`src/rtl/rxirq_pkg.sv`:
```
package rxirq_pkg;
  localparam int NUM_EV = 4;
  localparam int MODE_W = 2;

  typedef enum logic [MODE_W-1:0] {
    EV_RDY  = 2'd0,
    EV_EOF  = 2'd1,
    EV_FS   = 2'd2,
    EV_SERR = 2'd3
  } ev_e;

  localparam int REG_EN   = 0;
  localparam int REG_ST   = 1;
  localparam int REG_FLAG = 2;
endpackage

```
`src/rtl/rxirq_fs_sync.sv`:
```
module rxirq_fs_sync #(
  parameter int STAGES = 2
) (
  input  logic clk,
  input  logic rst,
  input  logic fs_in,
  output logic fs_rise
);
  logic [STAGES-1:0] chain_q;
  logic              last_q;

  always_ff @(posedge clk) begin
    if (rst) begin
      chain_q <= '0;
      last_q  <= 1'b0;
    end else begin
      chain_q <= {chain_q[STAGES-2:0], fs_in};
      last_q  <= chain_q[STAGES-1];
    end
  end

  assign fs_rise = chain_q[STAGES-1] & ~last_q;
endmodule

```
`src/rtl/rxirq_rise.sv`:
```
module rxirq_rise #(
  parameter int W = 2
) (
  input  logic         clk,
  input  logic [W-1:0] lvl,
  output logic [W-1:0] rise
);
  logic [W-1:0] prev_q;

  // The previous level follows the input during reset too, so a flag
  // already high when reset ends is not reported as a new rise.
  always_ff @(posedge clk) prev_q <= lvl;

  assign rise = lvl & ~prev_q;
endmodule

```
`src/rtl/rxirq_regs.sv`:
```
module rxirq_regs import rxirq_pkg::*; #(
  parameter int ADDR_W = 2
) (
  input  logic              clk,
  input  logic              rst,
  input  logic [NUM_EV-1:0] ev,
  input  logic              rdy_lvl,
  input  logic              serr_lvl,
  input  logic              wr_en,
  input  logic [ADDR_W-1:0] wr_addr,
  input  logic [NUM_EV-1:0] wr_data,
  input  logic [ADDR_W-1:0] rd_addr,
  output logic [NUM_EV-1:0] rd_data,
  output logic [NUM_EV-1:0] st_q,
  output logic [NUM_EV-1:0] en_q,
  output logic              common_irq
);
  logic [NUM_EV-1:0] clr_mask, st_nxt, en_nxt;
  logic [NUM_EV-1:0] flag_word;

  always_comb begin
    clr_mask = (wr_en && wr_addr == ADDR_W'(REG_ST)) ? wr_data : '0;
    st_nxt   = (st_q & ~clr_mask) | ev;
    en_nxt   = (wr_en && wr_addr == ADDR_W'(REG_EN)) ? wr_data : en_q;
    flag_word = '0;
    flag_word[0] = rdy_lvl;
    flag_word[1] = serr_lvl;
  end

  always_ff @(posedge clk) begin
    if (rst) begin
      st_q       <= '0;
      en_q       <= '0;
      common_irq <= 1'b0;
      rd_data    <= '0;
    end else begin
      st_q       <= st_nxt;
      en_q       <= en_nxt;
      common_irq <= |(st_nxt & en_nxt);
      if (rd_addr == ADDR_W'(REG_EN))        rd_data <= en_q;
      else if (rd_addr == ADDR_W'(REG_ST))   rd_data <= st_q;
      else if (rd_addr == ADDR_W'(REG_FLAG)) rd_data <= flag_word;
      else                                   rd_data <= '0;
    end
  end
endmodule

```
`src/rtl/rx_irq_selector.sv`:
```
module rx_irq_selector import rxirq_pkg::*; #(
  parameter int SYNC_STAGES = 2,
  parameter int ADDR_W      = 2
) (
  input  logic              clk,
  input  logic              rst,
  input  logic [MODE_W-1:0] mode,
  input  logic              mc_active,
  input  logic              rdy_lvl,
  input  logic              eof_pulse,
  input  logic              fs_async,
  input  logic              serr_lvl,
  input  logic              wr_en,
  input  logic [ADDR_W-1:0] wr_addr,
  input  logic [NUM_EV-1:0] wr_data,
  input  logic [ADDR_W-1:0] rd_addr,
  output logic [NUM_EV-1:0] rd_data,
  output logic              rx_irq,
  output logic              common_irq
);
  logic [1:0]        lvl_rise;
  logic              fs_rise;
  logic [NUM_EV-1:0] ev_vec;
  logic [NUM_EV-1:0] st_vec, en_vec;
  logic              legacy_sel;

  rxirq_rise #(.W(2)) u_rise (
    .clk  (clk),
    .lvl  ({serr_lvl, rdy_lvl}),
    .rise (lvl_rise)
  );

  rxirq_fs_sync #(.STAGES(SYNC_STAGES)) u_fs (
    .clk     (clk),
    .rst     (rst),
    .fs_in   (fs_async),
    .fs_rise (fs_rise)
  );

  always_comb begin
    ev_vec          = '0;
    ev_vec[EV_RDY]  = lvl_rise[0];
    ev_vec[EV_EOF]  = eof_pulse;
    ev_vec[EV_FS]   = fs_rise;
    ev_vec[EV_SERR] = lvl_rise[1];
  end

  // The legacy line gates end-of-frame on multichannel mode; the shared path does not.
  always_comb begin
    legacy_sel = ev_vec[mode];
    if (mode == EV_EOF) legacy_sel = legacy_sel & mc_active;
  end

  always_ff @(posedge clk) begin
    if (rst) rx_irq <= 1'b0;
    else     rx_irq <= legacy_sel;
  end

  rxirq_regs #(.ADDR_W(ADDR_W)) u_regs (
    .clk        (clk),
    .rst        (rst),
    .ev         (ev_vec),
    .rdy_lvl    (rdy_lvl),
    .serr_lvl   (serr_lvl),
    .wr_en      (wr_en),
    .wr_addr    (wr_addr),
    .wr_data    (wr_data),
    .rd_addr    (rd_addr),
    .rd_data    (rd_data),
    .st_q       (st_vec),
    .en_q       (en_vec),
    .common_irq (common_irq)
  );
endmodule

```
`config.mk`:
```
export PLATFORM = sky130hd
export DESIGN_NAME = rx_irq_selector
export DESIGN_NICKNAME = d
export VERILOG_FILES = /design/src/rtl/rxirq_pkg.sv /design/src/rtl/rxirq_fs_sync.sv /design/src/rtl/rxirq_rise.sv /design/src/rtl/rxirq_regs.sv /design/src/rtl/rx_irq_selector.sv
export SDC_FILE = /design/constraint.sdc
export NUM_CORES = 1
export LEC_CHECK = 0
export BUFFER_PORTS_ARGS = -buffer_cell sky130_fd_sc_hd__buf_2
export CORE_MARGIN = 2
export CORE_UTILIZATION = 25
export CTS_CLUSTER_DIAMETER = 50
export CTS_CLUSTER_SIZE = 8
export DETAILED_ROUTE_END_ITERATION = 6
export GPL_TIMING_DRIVEN = 0
export HOLD_SLACK_MARGIN = 0.05
export SYNTH_ARGS = -nofsm -noshare
export SYNTH_HDL_FRONTEND = slang
export SYNTH_SLANG_ARGS = --single-unit
```
`constraint.sdc`:
```
create_clock -name clk -period 1 [get_ports clk]
set_input_delay 0.2 -clock clk [delete_from_list [all_inputs] [get_ports clk]]
set_output_delay 0.2 -clock clk [all_outputs]
set_load 0.02 [all_outputs]
```
==> run metrics <==
Static Leak=0.4193 nW; Final Hold Fails=0; Final setup violation count=1; syn avg cell area=approximately 11 µm²; global placer's final weighted congestion=0.7421; Nets=approximately 120; Clk pin slew, worst setup/hold paths=0.10 ns; RSZ-0062 raised after global routing=yes; Hold Path Class=in2reg; clock latency on the worst-skew pair=0.30 ns; Worst Skew=0.006071 ns; critical path class=reg2reg; Die X=57.37 µm; largest net degree at the start of global routing=11; count of cell types in the netlist=13; gr usage total=0.1011; worst slew pin tran=roughly 0.45 ns; ANT nets after route=0; Rel. slew slack=0.6983; Switch Pwr=approximately 0.36 mW; logic gate share of total power=0.151; vias in the first global route=around 580; Slew Limit Fails=0; Site Rows=19; part of the power in the clock network=0.276; via count=580; DR iter-0 viols=13; die height=approximately 57 µm; crit-path cells=nor2b_4, mux4_2, nor2b_4; CP max-delay cell=mux4_2; Port Buffer Count=22; Area Growth Syn to Fin=41.48%; Max Fclk=around 0.9 GHz; cell-internal power=about 1.1 mW; Finished Cell Area=about 0.0010 mm²; dpl hpwl=about 1.1 mm; TNS Setup=-0.1121 ns; I/O pin cnt=24; CTS tree=yes; outcome=complete, but fails checks; Detailed Route WL=approximately 1.6 mm; failing checks=setup timing; CORE AREA=0.002734 mm²; drt wl/cell=between 10 and 15 µm; peak per-stage delay on the critical path=about 0.44 ns; Area after DPL=roughly 860 µm²; area of the die=0.003291 mm²; clock sink total=19; initial antenna violation count=0; total of max-cap violations=0; clock buffer depth=2; Mapped Cells=67; residual DRC count=0; antenna diode count=0; Root Buffer=clkbuf_4; # H-tree levels=1; CP endpoint kind=flop; CTS Buf Count=3; most used cell, CP=nor2b_4; worst-path maximum fanout=2; grt total ovfl=0; power per cell area=1407 mW/mm²; Post-Layout Cell Count=130; Synthesis Warnings=0; critical path arrival=approximately 1.3 ns; synthesized flop and latch total=19; Post-Place Worst Slack=-0.3345 ns; final worst slack=-0.1121 ns; CP Data Required Time=between 1 and 1.5 ns; starting density of the core=0.2604; peak supply drop=0.7655 mV; Tmin final=1.112 ns; sequential area share after synthesis=0.5343; crit share post-route=1.112; switch share=0.2507; Critical Path Source Type=flop; Seq pwr share=0.572; drt pass-1 iters=4; final core occ=0.3684; placed insts=120; Post-Syn Area=between 700 and 800 µm²; layout cells sized above 1=0.4343; first-pass GRT wire length=approximately 2.5 mm; syn_nets=85; drt via density=approximately 4.5
## cell usage after synthesis (all sizes together)
library cell,instances,area share
dfxtp,19,0.53
nor2,12,0.063
mux2i,8,0.11
nor2b,8,0.070
a21oi,7,0.054
nand4b,4,0.049
clkbuf,2,0.011
nor3,2,0.014
o22a,2,0.025
and2,1,0.0088
mux4,1,0.032
nor3b,1,0.026
## worst paths after layout
check	slack, ns	from	cells past startpoint	endpoint
worst max-delay path	-0.11	u_fs.chain_q[1]$_SDFF_PP0_	3	rx_irq$_SDFF_PP0_
worst min-delay path	0.11	fs_async	2	u_fs.chain_q[0]$_SDFF_PP0_
worst max register to register	-0.11	u_fs.chain_q[1]$_SDFF_PP0_	3	rx_irq$_SDFF_PP0_
worst min register to register	0.46	u_fs.chain_q[0]$_SDFF_PP0_	1	u_fs.chain_q[1]$_SDFF_PP0_
## layout make-up
cell class                 instances  area, µm²
buffer                             2      7.507
clock buffer                       4      26.28
fill                             273       1727
multi-input combinational         46      380.4
sequential                        19      384.1
tap                               31      38.79
timing repair buffer              28      170.2
## metal layers
metal  global-route usage  share of wire  up-vias
li1                     -              -      297
met1               0.1257           0.45      266
met2               0.1542           0.49       15
met3              0.01587          0.055        2
met4              0.07973          0.012        0
met5                    0              0        -
## per-stage QoR
stage | power (mW) | hold WS [ns]
2_1_floorplan | 0.9158 | 0.2277
3_3_place_gp | 0.9902 | 0.3305
3_5_place_dp | 0.9928 | 0.3299
4_1_cts | 1.392 | 0.1004
5_1_grt | 1.476 | 0.1086
6_report | 1.417 | 0.1068
## cell families after synthesis
group,count (synthesis),share of synthesized area
simple gates,28,0.2320
flops,19,0.5343
compound gates,9,0.07909
mux,9,0.1441
buf+inv,2,0.01055
## power groups by stage
stage,clock network (mW),registers [mW],logic (mW)
2_1_floorplan,0,0.832,0.0838
3_3_place_gp,0,0.821,0.170
3_5_place_dp,0,0.821,0.172
4_1_cts,0.400,0.806,0.187
5_1_grt,0.427,0.814,0.235
6_report,0.392,0.811,0.214
## critical path, delay by kind of cell (launching register included)
family        cells  cell delay, ns
mux               1            0.44
flops             1            0.33
simple gates      2            0.25
## registers in the layout, indices dropped and copies added (netlist names)
| signal | flops |
|---|---|
| rx_irq | 1 |
| u_fs.chain_q | 2 |
| u_fs.last_q | 1 |
| u_regs.common_irq | 1 |
| u_regs.en_q | 4 |
| u_regs.rd_data | 4 |
| u_regs.st_q | 4 |
| u_rise.prev_q | 2 |
## what timing repair did
item                                    CTS  global route
setup buffers                             2             2
endpoints found under the setup margin    2             3
hold endpoints to repair                  2             0
resized for setup                         5            13
pin swaps                                 2             1
hold buffers                              2             0
## layout by cell type, fill, tap and decap left out
cell type,Yosys,routed
a21oi_2,1,1
buf_4,0,3
dfxtp_1,19,16
mux2i_1,8,5
dlygate4sd3_1,0,2
o22a_1,2,2
mux2i_2,0,2
nor3_1,2,2
mux2i_4,0,1
a21oi_1,6,5
nor2b_2,0,1
clkbuf_4,0,3
nor2b_1,8,4
nand4b_1,4,4
nor3b_4,1,1
dfxtp_2,0,3
clkbuf_1,2,3
a21oi_4,0,1
nor2b_4,0,3
nor2_1,12,12
mux4_2,1,1
buf_6,0,2
buf_2,0,21
and2_1,1,1
Note: power is estimated with default switching activity, not from simulation.
